--- config.mk ---
export PLATFORM = sky130hd
export DESIGN_NAME = prescaled_timer
export DESIGN_NICKNAME = d
export VERILOG_FILES = /design/src/rtl/tmr_pkg.sv /design/src/rtl/tmr_prediv.sv /design/src/rtl/tmr_prescale.sv /design/src/rtl/tmr_core.sv /design/src/rtl/prescaled_timer.sv
export SDC_FILE = /design/constraint.sdc
export NUM_CORES = 1
export LEC_CHECK = 0
export BUFFER_PORTS_ARGS = -buffer_cell sky130_fd_sc_hd__buf_2
export CORE_MARGIN = 1
export CORE_UTILIZATION = 46
export DETAILED_ROUTE_END_ITERATION = 7
export PLACE_DENSITY = 0.67
export RECOVER_POWER = 50
export SYNTH_ARGS = -nofsm -noshare
export SYNTH_HDL_FRONTEND = slang
export SYNTH_SLANG_ARGS = --single-unit
--- constraint.sdc ---
create_clock -name clk -period 3.25 [get_ports clk]
set_input_delay 0.4875 -clock clk [delete_from_list [all_inputs] [get_ports clk]]
set_output_delay 0.4875 -clock clk [all_outputs]
set_load 0.01 [all_outputs]
--- src/rtl/tmr_pkg.sv ---
package tmr_pkg;
  typedef enum logic [1:0] {
    PS_DIV1   = 2'b00,
    PS_DIV16  = 2'b01,
    PS_DIV256 = 2'b10,
    PS_DIV1B  = 2'b11
  } presc_e;

  localparam int PS_W = 8;

  // terminal count of the second divider stage for each selection
  function automatic logic [PS_W-1:0] presc_limit(presc_e s);
    case (s)
      PS_DIV16:  return PS_W'(15);
      PS_DIV256: return PS_W'(255);
      default:   return '0;
    endcase
  endfunction
endpackage

--- src/rtl/tmr_prediv.sv ---
module tmr_prediv #(
  parameter int               DIV_W   = 10,
  parameter logic [DIV_W-1:0] DIV_RST = 10'h07D
) (
  input  logic             clk,
  input  logic             rst_n,
  input  logic             run,
  input  logic             hold,
  input  logic             div_wr,
  input  logic [DIV_W-1:0] div_data,
  output logic             pre_tick
);
  logic [DIV_W-1:0] div_q;
  logic [DIV_W-1:0] cnt_q;
  logic             wrap;

  assign wrap     = (cnt_q >= div_q);
  assign pre_tick = run && !hold && wrap;

  always_ff @(posedge clk) begin
    if (!rst_n) begin
      div_q <= DIV_RST;
      cnt_q <= '0;
    end else begin
      if (div_wr) div_q <= div_data;
      if (!run)       cnt_q <= '0;
      else if (!hold) cnt_q <= wrap ? '0 : cnt_q + DIV_W'(1);
    end
  end
endmodule

--- src/rtl/tmr_prescale.sv ---
module tmr_prescale
  import tmr_pkg::*;
(
  input  logic   clk,
  input  logic   rst_n,
  input  logic   run,
  input  presc_e sel,
  input  logic   pre_tick,
  output logic   tick
);
  logic [PS_W-1:0] cnt_q;
  logic [PS_W-1:0] lim;
  logic            wrap;

  assign lim  = presc_limit(sel);
  assign wrap = (cnt_q >= lim);
  assign tick = pre_tick && wrap;

  always_ff @(posedge clk) begin
    if (!rst_n)        cnt_q <= '0;
    else if (!run)     cnt_q <= '0;
    else if (pre_tick) cnt_q <= wrap ? '0 : cnt_q + PS_W'(1);
  end
endmodule

--- src/rtl/tmr_core.sv ---
module tmr_core #(
  parameter int CNT_W    = 32,
  parameter int NARROW_W = 16
) (
  input  logic             clk,
  input  logic             rst_n,
  input  logic             tick,
  input  logic             wide,
  input  logic             load_wr,
  input  logic             reload_wr,
  input  logic [CNT_W-1:0] wr_data,
  input  logic             clr,
  output logic [CNT_W-1:0] count,
  output logic             pend
);
  localparam logic [CNT_W-1:0] NMASK = {{(CNT_W-NARROW_W){1'b0}}, {NARROW_W{1'b1}}};

  logic [CNT_W-1:0] cnt_q;
  logic [CNT_W-1:0] ld_q;
  logic [CNT_W-1:0] cur;
  logic             zero_ev;

  assign cur     = wide ? cnt_q : (cnt_q & NMASK);
  assign zero_ev = tick && !load_wr && (cur == '0);
  assign count   = cur;

  always_ff @(posedge clk) begin
    if (!rst_n) begin
      cnt_q <= '0;
      ld_q  <= '0;
      pend  <= 1'b0;
    end else begin
      if (load_wr || reload_wr) ld_q <= wr_data;
      if (load_wr)      cnt_q <= wr_data;
      else if (zero_ev) cnt_q <= ld_q;
      else if (tick)    cnt_q <= cur - CNT_W'(1);
      if (zero_ev)  pend <= 1'b1;
      else if (clr) pend <= 1'b0;
    end
  end
endmodule

--- src/rtl/prescaled_timer.sv ---
module prescaled_timer
  import tmr_pkg::*;
#(
  parameter int               CNT_W    = 32,
  parameter int               NARROW_W = 16,
  parameter int               DIV_W    = 10,
  parameter logic [DIV_W-1:0] DIV_RST  = 10'h07D
) (
  input  logic             clk,
  input  logic             rst_n,
  input  logic             run_en,
  input  logic             wide_mode,
  input  logic [1:0]       presc_sel,
  input  logic             halt_en,
  input  logic             dbg_halt,
  input  logic             div_wr,
  input  logic [DIV_W-1:0] div_data,
  input  logic             load_wr,
  input  logic             reload_wr,
  input  logic [CNT_W-1:0] wr_data,
  input  logic             pend_clr,
  output logic [CNT_W-1:0] count_o,
  output logic             pend_o
);
  logic hold;
  logic pre_tick;
  logic tick;

  assign hold = halt_en && dbg_halt;

  tmr_prediv #(.DIV_W(DIV_W), .DIV_RST(DIV_RST)) u_prediv (
    .clk(clk), .rst_n(rst_n), .run(run_en), .hold(hold),
    .div_wr(div_wr), .div_data(div_data), .pre_tick(pre_tick)
  );

  tmr_prescale u_presc (
    .clk(clk), .rst_n(rst_n), .run(run_en), .sel(presc_e'(presc_sel)),
    .pre_tick(pre_tick), .tick(tick)
  );

  tmr_core #(.CNT_W(CNT_W), .NARROW_W(NARROW_W)) u_core (
    .clk(clk), .rst_n(rst_n), .tick(tick), .wide(wide_mode),
    .load_wr(load_wr), .reload_wr(reload_wr), .wr_data(wr_data),
    .clr(pend_clr), .count(count_o), .pend(pend_o)
  );
endmodule

==> results.txt <==
clock-pin slew on the worst setup and hold paths: 0.07 ns
initial antenna violation count: 0
Placed Area: 5741 um^2
failing checks: capacitance limit, slew limit
Total Wirelength: 14.95 mm
CP required: 3.53 ns
worst r2r src: u_prediv.div_q[9]
Final Setup Violations: 0
Antenna diodes: 0
post-CTS sizing: 0
VDD IR max: 0.2592 mV
DRC Markers: 0
IO Port Bufs: 86
Relative slew margins: -0.3842
fin. max-slew vios: 41
die height: 109.0 um
GRT Total Usage: 0.2663
GPL Wtd Cong: 0.9023
Synth Area in Compound Gates: 0.2268
Setup Buffers After CTS: 0
Syn-to-layout area delta: 14.69%
Vias/cell: 5.846
most frequent cells in the layout: nand2_1, dfxtp_1, a21oi_1
post-synthesis mux area share: 0.02330
ys flop type: dfxtp_1
TritonCTS buffer count: 9
Max-Cap Viols: 1
Setup crit start: u_prediv.div_q[9]
share of cells above drive strength 1: 0.1562
Worst Skew: 0.005510 ns
Yosys reg bits: 93
CORE AREA: 10980 um^2
Post-Syn Area: 5263 um^2
min-delay src: div_data[6]
drt wl/cell: 16.81 um
via count: 5197
# clock sinks: 93
Die X: 109.0 um
status: complete, but fails checks
Root Driver: clkbuf_16
First DRT Iteration DRCs: 295
Mapped Avg Cell Area: 7.660 um^2
share of the synthesized area in the top cell type: 0.3538
RSZ-0062 raised after global routing: false
Post-synth EDFFs: 0
routed wl met3: 1.050 mm
Core Rows: 38
commonest non-fill, non-tap cell in the layout: nand2_1
Critical Path Source Type: flip-flop
post-synthesis adder-cell area fraction: 0.04517
PD cells: 466.4 nW/um^2
fraction of registers with async set/reset: 0
R2R depth: 9
simple-gate area share of the yosys netlist: 0.2439
hold buffers post-CTS: 0
largest area contributor in the netlist: dfxtp_1
wire length on met1: 6.762 mm
Hold Crit Class: primary input to flip-flop
full die area: 11870 um^2
Seq/Total Area, Yosys: 0.3538
Setup crit end kind: flip-flop
fmax: 354.2 MHz
dpl hpwl: 10.24 mm
syn nets: 760
final antenna-violating net count: 0
H-tree levels: 3
worst skew pair latency: 0.36 ns
Final Hold Fails: 0
fin area: 6036 um^2
Slew @ Worst Pin: 2.076 ns
largest net degree at the start of global routing: 41
period utilization: 0.8688
initial core utilization: 0.4792
clock period minus worst slack: 2.824 ns
Worst EP arrival: 3.11 ns
main combinational cell family by area after synthesis: simple AND/OR/NAND/NOR gates
CTS tree: yes
Hold Crit Depth: 3
IO Pins: 87
vias in the first global route: 4834
first-pass GRT wire length: 24.29 mm
top post-synthesis cells by area: dfxtp_1, nand2_1, a21oi_1, ha_1, nor2_1
global route overflow: 0
Pleak: 2.499 nW
TritonRoute pass-1 iters: 5
Synth Warn #: 0
Max Buffers Root-to-Sink: 2
final setup TNS: 0 ns
Syn Inst Count: 687
crit path max fanout: 8
# nets final: 817
Setup CP Type: flip-flop to flip-flop
WL met2: 6.977 mm
Synth cell types: 62
Max Used Layer: met4
post-synthesis xor/xnor area fraction: 0.03329
-- metal layers --
| layer | vias up | global-route usage |
|---|---|---|
| met4 | 0 | 0.06853 |
| met5 | - | 0 |
| met1 | 2448 | 0.3612 |
| met2 | 185 | 0.4223 |
| met3 | 11 | 0.06336 |
| li1 | 2553 | - |
-- where the power goes --
group          switching, W  total [W]  internal [W]
clock network      0.000484    0.00116      0.000678
registers         0.0000619    0.00126       0.00120
logic              0.000237   0.000391      0.000154
-- critical path, stage by stage (launching register included) --
cell and delay [ns]:
dfxtp_1 0.33, inv_1 0.04, ha_1 0.31, nand4_1 0.16
or3b_1 0.38, o221a_1 0.30, or3_1 0.40, buf_4 0.18
or4_1 0.49, a31oi_1 0.16
-- kinds of logic after synthesis --
logic type,count (synthesis)
AO/OA/AOI/OAI,189
flip-flops,93
adder cells (fa/ha/maj),19
XOR/XNOR,20
buffers and inverters,85
multiplexers,12
AND/OR/NAND/NOR,269
-- stage by stage --
step	worst slack [ns]	power [W]	instances	util	hold slack, ns
floorplan	0.6006	0.001538	687	-	0.4284
global placement	0.4353	0.001663	873	0.5227	0.4365
detailed placement	0.3594	0.001674	873	0.5227	0.4421
CTS	0.4115	0.002837	889	0.5522	0.3366
global route	0.2311	0.002938	889	0.5496	0.3530
finish	0.4265	0.002815	889	0.5496	0.3507
-- synthesized netlist by cell type (8+ instances only) --
master	count
and2_1	16
buf_4	16
clkbuf_1	38
dfxtp_1	93
o211ai_1	15
a21oi_1	71
a31oi_1	10
xnor2_1	14
nor2_1	51
o21ai_0	31
or4_1	8
nand3_1	18
mux2i_1	10
ha_1	19
inv_1	23
nand4_1	8
nor3_1	17
nor4_1	11
nand2_1	109
-- area by class of cell --
class,count,area (um^2)
fill,1079,4947
multi-input combinational,509,3025
sequential,93,1862
timing repair buffer,107,559.3
clock buffer,9,225.2
tap,140,175.2
clock inverter,7,98.84
inverter,24,90.09
-- final timing paths --
check                       to  slack (ns)
max            u_core.cnt_q[6]        0.43
min          u_prediv.div_q[6]        0.35
max reg2reg    u_core.cnt_q[6]        0.43
min reg2reg    u_core.ld_q[15]        0.45
-- sequential cells by signal, summed over array words and instances, names as in the netlist --
register	count
u_presc.cnt_q	8
u_prediv.div_q	10
u_core.ld_q	32
u_prediv.cnt_q	10
u_core.pend	1
u_core.cnt_q	32
Power figures use the tool's default switching activity.
